**src/rtl/adc_bcd_pkg.sv**
```systemverilog
package adc_bcd_pkg;
  localparam int BCD_DIGITS = 3;
  localparam int BCD_W      = 4 * BCD_DIGITS;

  typedef logic [BCD_W-1:0] bcd_word_t;

  // Elaboration-time conversion of a small non-negative integer to packed BCD.
  function automatic bcd_word_t int_to_bcd(input int value);
    bcd_word_t r;
    int        rem;
    rem = value;
    r   = '0;
    for (int d = 0; d < BCD_DIGITS; d++) begin
      r[4*d +: 4] = 4'(rem % 10);
      rem         = rem / 10;
    end
    return r;
  endfunction
endpackage

```
**src/rtl/nibble_lut.sv**
```systemverilog
module nibble_lut
  import adc_bcd_pkg::*;
#(
  parameter int NIB_W  = 4,
  parameter int WEIGHT = 2
) (
  input  logic [NIB_W-1:0] nib,
  output bcd_word_t        part
);
  localparam int ENTRIES = 1 << NIB_W;

  always_comb begin
    part = '0;
    for (int i = 0; i < ENTRIES; i++) begin
      if (nib == i[NIB_W-1:0]) part = int_to_bcd(i * WEIGHT);
    end
  end
endmodule

```
**src/rtl/bcd_adder.sv**
```systemverilog
module bcd_adder
  import adc_bcd_pkg::*;
(
  input  bcd_word_t a,
  input  bcd_word_t b,
  output bcd_word_t sum,
  output logic      carry_out
);
  logic [BCD_DIGITS:0] cy;
  assign cy[0] = 1'b0;

  for (genvar g = 0; g < BCD_DIGITS; g++) begin : g_digit
    logic [4:0] raw;
    assign raw       = {1'b0, a[4*g +: 4]} + {1'b0, b[4*g +: 4]} + {4'b0, cy[g]};
    assign cy[g+1]   = raw > 5'd9;
    assign sum[4*g +: 4] = cy[g+1] ? (raw[3:0] + 4'd6) : raw[3:0];
  end

  assign carry_out = cy[BCD_DIGITS];
endmodule

```
**src/rtl/bcd_calib.sv**
```systemverilog
module bcd_calib
  import adc_bcd_pkg::*;
#(
  parameter bit CAL_EN         = 1'b0,
  parameter int CAL_UNITS      = 0,
  parameter int CAL_TENTHS     = -2,
  parameter int CAL_HUNDREDTHS = 1
) (
  input  bcd_word_t raw,
  output bcd_word_t trimmed
);
  if (!CAL_EN) begin : g_bypass
    assign trimmed = raw;
  end else begin : g_trim
    localparam int OFS [BCD_DIGITS] = '{CAL_HUNDREDTHS, CAL_TENTHS, CAL_UNITS};
    bcd_word_t res;
    int        t;
    int        c;

    always_comb begin
      res = '0;
      c   = 0;
      t   = 0;
      for (int d = 0; d < BCD_DIGITS; d++) begin
        t = int'(raw[4*d +: 4]) + OFS[d] + c;
        if (t > 9) begin
          t = t - 10;
          c = 1;
        end else if (t < 0) begin
          t = t + 10;
          c = -1;
        end else begin
          c = 0;
        end
        res[4*d +: 4] = 4'(t);
      end
      if (c < 0)      trimmed = '0;
      else if (c > 0) trimmed = {BCD_DIGITS{4'd9}};
      else            trimmed = res;
    end
  end
endmodule

```
**src/rtl/adc_bcd_volt.sv**
```systemverilog
module adc_bcd_volt
  import adc_bcd_pkg::*;
#(
  parameter int SAMPLE_W       = 8,
  parameter int LSB_HUNDREDTHS = 2,
  parameter bit CAL_EN         = 1'b0,
  parameter int CAL_UNITS      = 0,
  parameter int CAL_TENTHS     = -2,
  parameter int CAL_HUNDREDTHS = 1
) (
  input  logic                clk,
  input  logic                rst_n,
  input  logic                in_valid,
  output logic                in_ready,
  input  logic [SAMPLE_W-1:0] in_sample,
  output logic                out_valid,
  input  logic                out_ready,
  output logic [BCD_W-1:0]    out_bcd
);
  localparam int NIB_W = SAMPLE_W / 2;
  localparam int NIBS  = 2;

  logic      advance;
  logic      s1_valid;
  bcd_word_t lut_part [NIBS];
  bcd_word_t s1_part  [NIBS];
  bcd_word_t add_sum;
  logic      add_cy;
  bcd_word_t sat_sum;
  bcd_word_t cal_sum;

  assign advance  = !out_valid || out_ready;
  assign in_ready = advance;

  for (genvar g = 0; g < NIBS; g++) begin : g_nib
    nibble_lut #(
      .NIB_W (NIB_W),
      .WEIGHT(LSB_HUNDREDTHS << (g * NIB_W))
    ) u_lut (
      .nib (in_sample[g*NIB_W +: NIB_W]),
      .part(lut_part[g])
    );
  end

  bcd_adder u_add (
    .a        (s1_part[0]),
    .b        (s1_part[1]),
    .sum      (add_sum),
    .carry_out(add_cy)
  );

  assign sat_sum = add_cy ? {BCD_DIGITS{4'd9}} : add_sum;

  bcd_calib #(
    .CAL_EN        (CAL_EN),
    .CAL_UNITS     (CAL_UNITS),
    .CAL_TENTHS    (CAL_TENTHS),
    .CAL_HUNDREDTHS(CAL_HUNDREDTHS)
  ) u_cal (
    .raw    (sat_sum),
    .trimmed(cal_sum)
  );

  always_ff @(posedge clk) begin
    if (!rst_n) begin
      s1_valid  <= 1'b0;
      s1_part   <= '{default: '0};
      out_valid <= 1'b0;
      out_bcd   <= '0;
    end else if (advance) begin
      s1_valid  <= in_valid;
      if (in_valid) s1_part <= lut_part;
      out_valid <= s1_valid;
      if (s1_valid) out_bcd <= cal_sum;
    end
  end
endmodule

```
**config.mk**
```make
export PLATFORM = sky130hd
export DESIGN_NAME = adc_bcd_volt
export DESIGN_NICKNAME = d
export VERILOG_FILES = /design/src/rtl/adc_bcd_pkg.sv /design/src/rtl/nibble_lut.sv /design/src/rtl/bcd_adder.sv /design/src/rtl/bcd_calib.sv /design/src/rtl/adc_bcd_volt.sv
export SDC_FILE = /design/constraint.sdc
export NUM_CORES = 1
export LEC_CHECK = 0
export ABC_CLOCK_PERIOD_IN_PS = 4700
export BUFFER_PORTS_ARGS = -buffer_cell sky130_fd_sc_hd__buf_2
export CAP_MARGIN = 15
export CORE_AREA = 2 2 80 82
export DETAILED_ROUTE_END_ITERATION = 16
export DIE_AREA = 0 0 82 84
export HOLD_SLACK_MARGIN = 0.12
export PLACE_DENSITY = 0.43
export SLEW_MARGIN = 20
export SYNTH_ARGS = -nofsm -noshare
export SYNTH_HDL_FRONTEND = slang
export SYNTH_SLANG_ARGS = --single-unit
```
**constraint.sdc**
```tcl
create_clock -name clk -period 4.7 [get_ports clk]
set_input_delay 0.235 -clock clk [delete_from_list [all_inputs] [get_ports clk]]
set_output_delay 0.235 -clock clk [all_outputs]
set_load 0.1 [all_outputs]
```
==> Word-level counts from Yosys, hierarchy flattened <==
Index checks and enable logic that the tools add are counted.
W data, S select, Z words.
{ "totals": {"out_inout_bits": 14, "wordCells": 82, "inputBits": 12, "regBits": 38} }
{ "classes": {"n_lt_le_gt_ge": 3, "n_eq_ne": 30, "muxes": 33, "n_reduce_logical": 4, "addsub": 7} }
{ "ops": {"columns": ["operator", "n"], "rows": [
  ["$eq A4 B4 Y1 const B", 16],
  ["$mux W10", 6],
  ["$mux W6", 7],
  ["$mux W11", 3],
  ["$eq A4 B3 Y1 const B", 8],
  ["$mux W9", 3],
  ["$mux W5", 5],
  ["$eq A4 B2 Y1 const B", 4],
  ["$add A4 B4 Y5", 3],
  ["$gt A5 B4 Y1 const B", 3],
  ["$mux W12", 1],
  ["$mux W4", 3],
  ["$add A5 B1 Y5", 2],
  ["$add A4 B3 Y4 const B", 2],
  ["$eq A4 B1 Y1 const B", 2],
  ["$mux W8", 1],
  ["$mux W7", 1],
  ["$mux W3", 2],
  ["$reduce_and A2 Y1", 2],
  ["$mux W2", 1],
  ["$logic_not A1 Y1", 1],
  ["$logic_or A1 B1 Y1", 1]
]} }

==> Depth between registers and ports, before layout <==
Gate-level depths: netlist of the first run.
{ "depth": {"ltp_word": 16, "mapped_depth": 20, "depth_no_buf": 20} }

==> By module <==
From an unflattened synthesis of the first run, not the netlist that was laid out.
{ "unflattened": {"cells_unflattened": 339, "hier_area_um2": 2867.8} }
{ "by_module_without_submodules": {"columns": ["module", "n_inst", "seq_area_each_um2", "area_each_um2", "cells_each"], "rows": [
  ["adc_bcd_volt", 1, 760.7, 1636.6, 177],
  ["bcd_adder", 1, 0.0, 710.7, 86],
  ["nibble_lut (g_nib[1].u_lut)", 1, 0.0, 264.0, 39],
  ["nibble_lut (g_nib[0].u_lut)", 1, 0.0, 166.4, 25],
  ["bcd_calib", 1, 0.0, 90.1, 12]
]} }

==> Worst setup path after synthesis of the first run <==
Ideal clock, no wire load.
{ "synth_timing": {"path_type": "reg2reg", "startpoint": "reg s1_part[4] (netlist bit)", "endpoint": "reg out_bcd[5]", "setup_time_ns": 0.129, "setup_slack_ns": 0.654, "path_stages_with_launch": 21, "path_buffers": 1, "required_time_ns": 4.571, "arrival_ns": 3.917, "period_less_slack_ns": 4.046, "cell_sequence": "dfxtp_1 -> ha_1 -> fa_1 -> inv_1 -> ha_1 -> inv_1 -> a221oi_2 -> fa_1 -> inv_1 -> fa_1 -> clkbuf_1 -> o21a_1 -> o32ai_1 -> nor2_1 -> ha_1 -> ha_1 -> inv_1 -> a21oi_1 -> nor2_1 -> nand2_1 -> o211ai_1"} }
{ "synth_via": {"elab_chain_len": 6, "elab_cells_between_ends": 8, "cone_classes": "add/sub (4); order compare (2); mux (2)"} }
{ "synth_rtl": {"columns": ["element", "line", "text"], "rows": [
  ["from (decl)", "adc_bcd_volt.sv:26", "bcd_word_t s1_part [NIBS];"],
  ["from (signal assigned)", "adc_bcd_volt.sv:72", "if (in_valid) s1_part <= lut_part;"],
  ["$add A4 B4 Y5 *", "bcd_adder.sv:14", "assign raw = {1'b0, a[4*g +: 4]} + {1'b0, b[4*g +: 4]} + {4'b0, cy[g]};"],
  ["$add A5 B1 Y5 *", "bcd_adder.sv:14", null],
  ["$gt A5 B4 Y1", "bcd_adder.sv:15", "assign cy[g+1] = raw > 5'd9;"],
  ["$add A5 B1 Y5", "bcd_adder.sv:14", null],
  ["$gt A5 B4 Y1", "bcd_adder.sv:15", null],
  ["$mux W12 *", "adc_bcd_volt.sv:52", "assign sat_sum = add_cy ? {BCD_DIGITS{4'd9}} : add_sum;"],
  ["to (signal assigned)", "adc_bcd_volt.sv:74", "if (s1_valid) out_bcd <= cal_sum;"],
  ["to (decl)", "adc_bcd_volt.sv:18", "output logic [BCD_W-1:0] out_bcd"]
]} }
Every way passes the cells marked *; elsewhere a longest branch is shown, timed or not.
A chain may end at the register's enable or synchronous reset.

==> Worst setup path after layout of the first run <==
Same ends and word-level chain as after synthesis.

==> flow_metrics.tcl, run 1 <==
set metrics [dict create \
    status "finished, final reports clean" \
    die_area_sq_mm 0.006888 \
    hold_violations 0 \
    relSlewSlack_pct 61.22 \
    cp_slowest_cell "fa_1" \
    crit_type "flip-flop to flip-flop" \
    antenna_left 0 \
    grt_overflow 0 \
    die_x_um 82 \
    finalWirelength_um 3836 \
    antenna_found_initial 0 \
    cts_setup_buffers 0 \
    setup_tns_ns 0 \
    min_period_ns 4.211 \
    p_per_area_mw_per_mm2 298.8 \
    h-tree-depth 1 \
    core_area_sq_mm 0.006096 \
    grt_max_degree 31 \
    clk_latency_ns 0.28 \
    vias 1505 \
    post-route-period-util_pct 89.60 \
    grt_pass1_vias 1454 \
    clock-sinks 28 \
    ctsLongestPathBuffers 2 \
    gp_congestion 0.7754 \
    core.rowCount 29 \
    groute.usage.overall_pct 12.33 \
    antenna_cells 0 \
    cts_tree "done" \
    drc_errors 0 \
    viasPerCell 4.855 \
    vdd_ir_drop_max_mv 0.1042 \
    cp-start-kind "flip-flop" \
    ys_types 51 \
    area_growth_syn_to_layout_pct 12.73 \
    yosysWarnings 0 \
    crit_path_end_kind "flip-flop" \
    fin_total_pwr_mw 0.5893 \
    initial_core_util_pct 28.69 \
    syn-cell-area_sq_mm 0.001749 \
    port_buffers 25 \
    cp_top_family "adder cells" \
    cp_max_fo 6 \
    layout-drive-gt1-share_pct 16.74 \
    hold_path_class "input pin to flip-flop" \
    syn_area_per_cell_sq_um 8.061 \
    dp_hpwl_um 2865 \
    finalSetupViolCount 0 \
    synth_top_area_share_pct 32.05 \
    die_h_um 84 \
    fmax_mhz 237.5 \
    yosysSeqAreaShare_pct 32.05 \
    arrival_ns 4.42 \
    cts_made_buffers 3 \
    num-nets-final 257 \
    finClkSkew_ns 0.001044 \
    ys_ff_latch 28 \
    cpPeakStageDelay_ns 0.55 \
    hold_buffers 0 \
    crit_buf_inv 5 \
    wl_per_cell_um 12.37 \
    slew_viol_final 0 \
    cts_resized 0 \
    cp.required_ns 4.91 \
    synthCells 217 \
    firstDrtPassIters 4 \
    p_leak_nw 0.8285 \
    clk_pin_slew_worst_paths_ns 0.10 \
    syn_nets 240 \
    worst_pin_slew_ns 0.5817 \
    rsz0062_at_grt "no" \
    grt_pass1_wl_um 6796 \
    synth.area.top_cells "dfxtp_1 32%, ha_1 5.7%, nand2_1 4.9%, o21ai_0 4.6%, fa_1 3.4%" \
    boundaryPins 26 \
    yosys.area.top_type "dfxtp_1" \
    crit_path_cell_trace "ha_1 > fa_1 > inv_1 > ha_1 > inv_1 > a221oi_2 > fa_1 > inv_1 > fa_1 > inv_1 > nand2_1 > a21oi_1 > nor2_1 > ha_1 > ha_1 > inv_1 > a21oi_1 > nor2_2 > nand2_1 > o211ai_1" \
    drt-initial-drc-count 54 \
    cpMostUsedCell "inv_1" \
    cts_root_buf "clkbuf_8" \
    max-cap-violations 0 \
]
==> logic make-up after synthesis <==
logic type	synth area share, %
simple gates	20.67
flops	32.05
xor+xnor	4.006
fa+ha+maj	9.800
buf+inv	6.438
compound gates	27.04
==> layout make-up <==
cell class / count / area, sq um
Fill cell: 676 / 4124
Multi-Input combinational cell: 162 / 1079
Sequential cell: 28 / 560.5
Timing Repair Buffer: 26 / 132.6
Tap cell: 77 / 96.34
Clock buffer: 4 / 55.05
Inverter: 13 / 48.80
==> power breakdown <==
part	internal, mW	total [mW]	switching, mW
registers	0.252	0.265	0.0128
clock network	0.0752	0.153	0.0782
logic	0.0548	0.171	0.116
==> cell usage in the layout, fill, tap and decap left out, types with 7 or more instances in the layout <==
cell     netlist  routed
a21oi_1        9       9
buf_2          6      25
dfxtp_1       28      28
ha_1           8       8
inv_1         11      11
nand2_1       23      23
nor2_1        15      14
nor2b_1        7       7
o21ai_0       16      16
==> layer usage <==
layer | up-vias | GRT usage, % | share of wire [%]
li1 | 804 | - | -
met1 | 666 | 17.38 | 53
met2 | 28 | 19.14 | 43
met3 | 7 | 1.299 | 2.8
met4 | 0 | 4.545 | 1.9
met5 | - | 0 | 0
==> final timing paths <==
check,startpoint,to,slack [ns],cells after the start
setup / recovery,s1_part[4],out_bcd[5],0.49,20
hold / removal,out_ready,s1_valid,0.24,4
setup reg to reg,s1_part[4],out_bcd[5],0.49,20
hold reg to reg,out_bcd[6],out_bcd[6],0.46,2
==> registers in the layout, summed over array words and instances, names as in the netlist <==
signal     count
s1_part       14
out_bcd       12
out_valid      1
s1_valid       1
==> metrics by stage <==
stage / cells / utilization (%) / setup WS, ns / hold WS, ns / cell area, sq um
final: 310 / 32.35 / 0.4888 / 0.2443 / 1972
after global routing: 310 / 32.35 / 0.01464 / 0.2530 / 1972
after CTS: 310 / 32.31 / 0.3538 / 0.2380 / 1969
after detailed placement: 306 / 31.40 / 0.3757 / 0.4479 / 1914
after global placement: 306 / 31.40 / 0.4679 / 0.4442 / 1914
after floorplan: 217 / - / 0.6539 / 0.4082 / 1749
==> cells in the mapped netlist, drive strengths merged <==
cell type  instances
inv               13
and2               4
or2                2
a21boi             7
ha                 8
nand2b             4
nand2             23
clkbuf             7
o2111ai            1
buf                7
a311oi             1
o311ai             1
fa                 3
a221oi             2
nor2              16
nand4              2
nor2b              8
dfxtp             28
o21a               2
and3               1
xnor2              6
nor3b              3
nand3              5
a21oi              9
o32ai              1
a211oi             3
a311o              2
maj3               1
a21o               1
a32oi              1
a22oi              3
o221ai             1
o211ai             4
a31oi              6
o21ai             17
or3                1
nor3               5
xor2               2
o22ai              1
o211a              3
a211o              1
o32a               1
==> tightest hold or removal path: stages <==
cell and delay (ns):
buf_2 0.08, nor2b_2 0.04, nand2_1 0.05, a21boi_0 0.07
(Power assumes the default switching activity.)
==> run 2, diff against run 1 <==
--- a/config.mk
+++ b/config.mk
@@ -7,12 +7,14 @@
 export LEC_CHECK = 0
 export ABC_CLOCK_PERIOD_IN_PS = 4700
 export BUFFER_PORTS_ARGS = -buffer_cell sky130_fd_sc_hd__buf_2
-export CAP_MARGIN = 15
+export CAP_MARGIN = 10
 export CORE_AREA = 2 2 80 82
+export CTS_CLUSTER_SIZE = 8
 export DETAILED_ROUTE_END_ITERATION = 16
 export DIE_AREA = 0 0 82 84
 export HOLD_SLACK_MARGIN = 0.12
 export PLACE_DENSITY = 0.43
+export REMOVE_ABC_BUFFERS = 1
 export SLEW_MARGIN = 20
 export SYNTH_ARGS = -nofsm -noshare
 export SYNTH_HDL_FRONTEND = slang
==> run 2 against run 1 <==
Worst hold slack better by 0.0077 ns. Maximum frequency is 1.1% lower. Total power is 3.5% lower. Largest power group unchanged. Highest routed layer unchanged.
==> flow_metrics.tcl, run 2 (synthesis results as in run 1) <==
set metrics [dict create \
    status "finished, final reports clean" \
    grt_pass1_vias 1422 \
    p_comb_share_pct 30.4 \
    p_int_mw 0.3648 \
    hold_violations 0 \
    clk_latency_ns 0.27 \
    placed_area_sq_mm 0.001914 \
    hold_depth 4 \
    crit_path_end_kind "flip-flop" \
    grt_pass1_wl_um 6596 \
    setup_tns_ns 0 \
    fin_total_pwr_mw 0.5686 \
    vdd_ir_drop_max_mv 0.1015 \
    crit_path_cell_trace "ha_1 > fa_1 > inv_1 > ha_1 > inv_1 > a221oi_2 > fa_1 > inv_1 > fa_1 > o21a_1 > o32ai_1 > nor2_1 > ha_1 > ha_1 > inv_1 > a21oi_1 > nor2_1 > nand2_1 > o211ai_1" \
    p_seq_share_pct 46.6 \
    clock-sinks 28 \
    cp.depth 19 \
    cp.required_ns 4.90 \
    power.share.switching_pct 35.85 \
    h-tree-depth 1 \
    crit_buf_inv 4 \
    dp_hpwl_um 2937 \
    layout_setup_ws_ns 0.4404 \
    reg_top3 "s1_part x14, out_bcd x12" \
    cts_tree "done" \
    arrival_ns 4.46 \
    grt_max_degree 31 \
    relSlewSlack_pct 58.97 \
    finClkSkew_ns 0.002591 \
    gp_congestion 0.7793 \
    port_buffers 25 \
    max-cap-violations 0 \
    core_area_sq_mm 0.006096 \
    hold_path_class "input pin to flip-flop" \
    antenna_cells 0 \
    area_growth_syn_to_layout_pct 11.80 \
    cp_top_family "adder cells" \
    boundaryPins 26 \
    post-route-period-util_pct 90.63 \
    rsz0062_at_grt "no" \
    vias 1506 \
    hold_buffers 0 \
    switchingPower_mw 0.2038 \
    p_leak_nw 0.8215 \
    mostFrequentLayoutCells "28 x dfxtp_1, 25 x buf_2, 23 x nand2_1" \
    place_ws_ns 0.4092 \
    viasPerCell 4.874 \
    core.rowCount 29 \
    antenna_found_initial 0 \
    cts_resized 0 \
    grt_overflow 0 \
    die_x_um 82 \
    fmax_mhz 234.8 \
    cpPeakStageDelay_ns 0.53 \
    drt-initial-drc-count 65 \
    cp_slowest_cell "fa_1" \
    drc_errors 0 \
    final_cells 309 \
    groute.usage.overall_pct 11.89 \
    p_per_area_mw_per_mm2 290.8 \
    cp_max_fo 12 \
    finalSetupViolCount 0 \
    antenna_left 0 \
    min_period_ns 4.260 \
    ctsLongestPathBuffers 2 \
    place_inst 306 \
    regMostFlops "s1_part" \
    largest_register_ffs 14 \
    cts_made_buffers 3 \
    initial_core_util_pct 28.69 \
    wl_per_cell_um 12.53 \
    firstDrtPassIters 4 \
    die_area_sq_mm 0.006888 \
    cts_setup_buffers 0 \
    p_clk_share_pct 23.0 \
    layout-drive-gt1-share_pct 15.95 \
    die_h_um 84 \
    clk_pin_slew_worst_paths_ns 0.09 \
    cts_root_buf "clkbuf_8" \
    num-nets-final 257 \
    final_common_cell "dfxtp_1" \
    crit_type "flip-flop to flip-flop" \
    finalWirelength_um 3873 \
    worst_pin_slew_ns 0.6154 \
    final_cell_area_sq_mm 0.001956 \
    reg2reg_depth 19 \
    cp-start-kind "flip-flop" \
    slew_viol_final 0 \
]
-- run 2: worst paths after layout --
path | start | endpoint | slack (ns)
min | out_ready | s1_valid | 0.25
min reg2reg | out_bcd[6] | out_bcd[6] | 0.45
max reg2reg | s1_part[4] | out_bcd[5] | 0.44
max | s1_part[4] | out_bcd[5] | 0.44
-- run 2: worst reg2reg max path: stages, from the launching register on --
cell and delay, ns:
dfxtp_1 0.33, ha_1 0.22, fa_1 0.45, inv_1 0.07, ha_1 0.17, inv_1 0.06, a221oi_2 0.38, fa_1 0.27
inv_1 0.06, fa_1 0.53, o21a_1 0.24, o32ai_1 0.13, nor2_1 0.09, ha_1 0.20, ha_1 0.29, inv_1 0.06
a21oi_1 0.07, nor2_1 0.24, nand2_1 0.15, o211ai_1 0.18
-- run 2: area by class of cell --
cell class,count,area [sq um]
Sequential cell,28,560.5
Multi-Input combinational cell,162,1076
Inverter,13,48.80
Timing Repair Buffer,26,132.6
Clock buffer,3,41.29
Fill cell,683,4140
Tap cell,77,96.34
-- run 2: power groups by stage --
stage	registers [mW]	logic (mW)	clock network (mW)
2_1_floorplan	0.310	0.0912	0
3_3_place_gp	0.271	0.175	0
3_5_place_dp	0.271	0.175	0
4_1_cts	0.266	0.175	0.139
5_1_grt	0.268	0.190	0.147
6_report	0.265	0.173	0.131
-- run 2: through the flow --
stage / utilization [%] / hold slack, ns
after floorplan: - / 0.3526
after global placement: 31.40 / 0.4496
after detailed placement: 31.40 / 0.4466
after CTS: 32.08 / 0.2508
after global routing: 32.08 / 0.2587
final: 32.08 / 0.2521
-- run 2: routing by layer --
metal / up-vias / track usage [%] / routed length [um]
li1: 798 / - / -
met1: 687 / 17.07 / 1992
met2: 17 / 18.70 / 1745
met3: 4 / 1.299 / 86
met4: 0 / 3.182 / 49
met5: - / 0 / 0
==> run 3, diff against run 2 <==
--- a/config.mk
+++ b/config.mk
@@ -8,10 +8,10 @@
 export ABC_CLOCK_PERIOD_IN_PS = 4700
 export BUFFER_PORTS_ARGS = -buffer_cell sky130_fd_sc_hd__buf_2
 export CAP_MARGIN = 10
-export CORE_AREA = 2 2 80 82
+export CORE_AREA = 2 2 61 107
 export CTS_CLUSTER_SIZE = 8
 export DETAILED_ROUTE_END_ITERATION = 16
-export DIE_AREA = 0 0 82 84
+export DIE_AREA = 0 0 63 109
 export HOLD_SLACK_MARGIN = 0.12
 export PLACE_DENSITY = 0.43
 export REMOVE_ABC_BUFFERS = 1
==> run 3 against run 2 <==
Clock skew decreased by 0.00079 ns. Core utilization increased by 0.41 points. Critical path depth unchanged. Cell count increased by 0.97%. Sequential power about the same. Via count increased by 1.7%. Total power decreased by 0.39%. Wire length increased by 3.8%. Sequential share of layout area decreased by 0.091 points. Register-to-register slack improved by 0.02 ns. Critical endpoint unchanged. Largest power group unchanged.
==> flow_metrics.tcl, run 3 (synthesis results as in run 1) <==
set metrics [dict create \
    drc_errors 0 \
    min_period_ns 4.241 \
    viasPerCell 4.907 \
    cp.required_ns 4.90 \
    layout-drive-gt1-share_pct 16.38 \
    hold_path_class "input pin to flip-flop" \
    relSlewSlack_pct 60.87 \
    largest_register_ffs 14 \
    finClkSkew_ns 0.001804 \
    h-tree-depth 1 \
    status "finished, final reports clean" \
    drt-initial-drc-count 36 \
    fin_total_pwr_mw 0.5664 \
    cts_tree "done" \
    num-nets-final 257 \
    core_area_sq_mm 0.006038 \
    core.rowCount 38 \
    die_x_um 63 \
    vdd_ir_drop_max_mv 0.08218 \
    setup_tns_ns 0 \
    area_growth_syn_to_layout_pct 12.16 \
    initial_core_util_pct 28.97 \
    firstDrtPassIters 4 \
    antenna_cells 0 \
    max-cap-violations 0 \
    mostFrequentLayoutCells "28 x dfxtp_1, 25 x buf_2, 23 x nand2_1" \
    finalSetupViolCount 0 \
    cp-start-kind "flip-flop" \
    final_common_cell "dfxtp_1" \
    worst_pin_slew_ns 0.5870 \
    rsz0062_at_grt "no" \
    antenna_found_initial 0 \
    boundaryPins 26 \
    fmax_mhz 235.8 \
    dp_hpwl_um 3158 \
    crit_type "flip-flop to flip-flop" \
    gp_congestion 0.7624 \
    port_buffers 25 \
    groute.usage.overall_pct 12.76 \
    crit_path_end_kind "flip-flop" \
    reg_top3 "s1_part x14, out_bcd x12" \
    grt_max_degree 31 \
    p_leak_nw 0.8213 \
    die_h_um 109 \
    cts_made_buffers 3 \
    clk_latency_ns 0.27 \
    arrival_ns 4.44 \
    grt_pass1_wl_um 7038 \
    ctsLongestPathBuffers 2 \
    die_area_sq_mm 0.006867 \
    finalWirelength_um 4020 \
    clock-sinks 28 \
    final_cell_area_sq_mm 0.001962 \
    clk_pin_slew_worst_paths_ns 0.09 \
    vias 1531 \
    placed_area_sq_mm 0.001918 \
    grt_overflow 0 \
    cts_root_buf "clkbuf_8" \
    place_ws_ns 0.3827 \
    cts_setup_buffers 0 \
    post-route-period-util_pct 90.24 \
    regMostFlops "s1_part" \
    cp_max_fo 12 \
    grt_pass1_vias 1529 \
    p_per_area_mw_per_mm2 288.7 \
    fill_cells 694 \
    wl_per_cell_um 12.88 \
    slew_viol_final 0 \
    layout_setup_ws_ns 0.4586 \
    antenna_left 0 \
    hold_violations 0 \
]
-- run 3: cell types whose count changed in the layout (fill, tap and decap cells not counted) --
cell,delta
nor2_2,+1
nor2_1,-1
-- run 3: cell type report --
| cell class | instances | area [sq um] | share of cell area (%) |
|---|---|---|---|
| Clock buffer | 3 | 41.29 | 2.105 |
| Inverter | 13 | 48.80 | 2.487 |
| Multi-Input combinational cell | 162 | 1079 | 54.97 |
| Sequential cell | 28 | 560.5 | 28.57 |
| Tap cell | 80 | 100.1 | 5.102 |
| Timing Repair Buffer | 26 | 132.6 | 6.760 |
-- run 3: per-stage QoR --
step / hold WS, ns / cells / utilization (%)
5_1_grt: 0.2680 / 312 / 32.49
3_3_place_gp: 0.4404 / 309 / 31.77
2_1_floorplan: 0.3526 / 203 / -
3_5_place_dp: 0.4451 / 309 / 31.77
6_report: 0.2600 / 312 / 32.49
4_1_cts: 0.2523 / 312 / 32.45
-- run 3: path summary, 6_finish.rpt --
kind	startpoint	to	slack, ns	depth (start not counted)
worst max register to register	s1_part[4]	out_bcd[5]	0.46	19
worst max-delay path	s1_part[4]	out_bcd[5]	0.46	19
worst min register to register	out_bcd[6]	out_bcd[6]	0.45	2
worst min-delay path	out_ready	s1_valid	0.26	4
-- run 3: critical path, stage by stage (launching register included) --
cell and delay, ns:
dfxtp_1 0.33, ha_1 0.22, fa_1 0.45, inv_1 0.07, ha_1 0.17, inv_1 0.06
a221oi_2 0.38, fa_1 0.27, inv_1 0.06, fa_1 0.53, o21a_1 0.24, o32ai_1 0.14
nor2_1 0.09, ha_1 0.20, ha_1 0.29, inv_1 0.06, a21oi_1 0.08, nor2_2 0.20
nand2_1 0.14, o211ai_1 0.18
-- run 3: report_power, final --
group	total, mW	internal (mW)	switching, mW
Clock	0.129	0.0575	0.0717
Sequential	0.265	0.252	0.0129
Combinational	0.172	0.0548	0.118
-- run 3: per-layer routing --
metal	GRT usage, %	up-vias	part of all wire [%]
met5	0	-	0
li1	-	799	-
met3	0.9288	6	2.1
met1	13.80	701	41
met2	24.16	25	55
met4	7.143	0	2.5
-- run 3: repair_timing --
item	CTS	global route
gates resized for setup	0	1
endpoints found under the setup margin	0	2
hold buffers	0	0
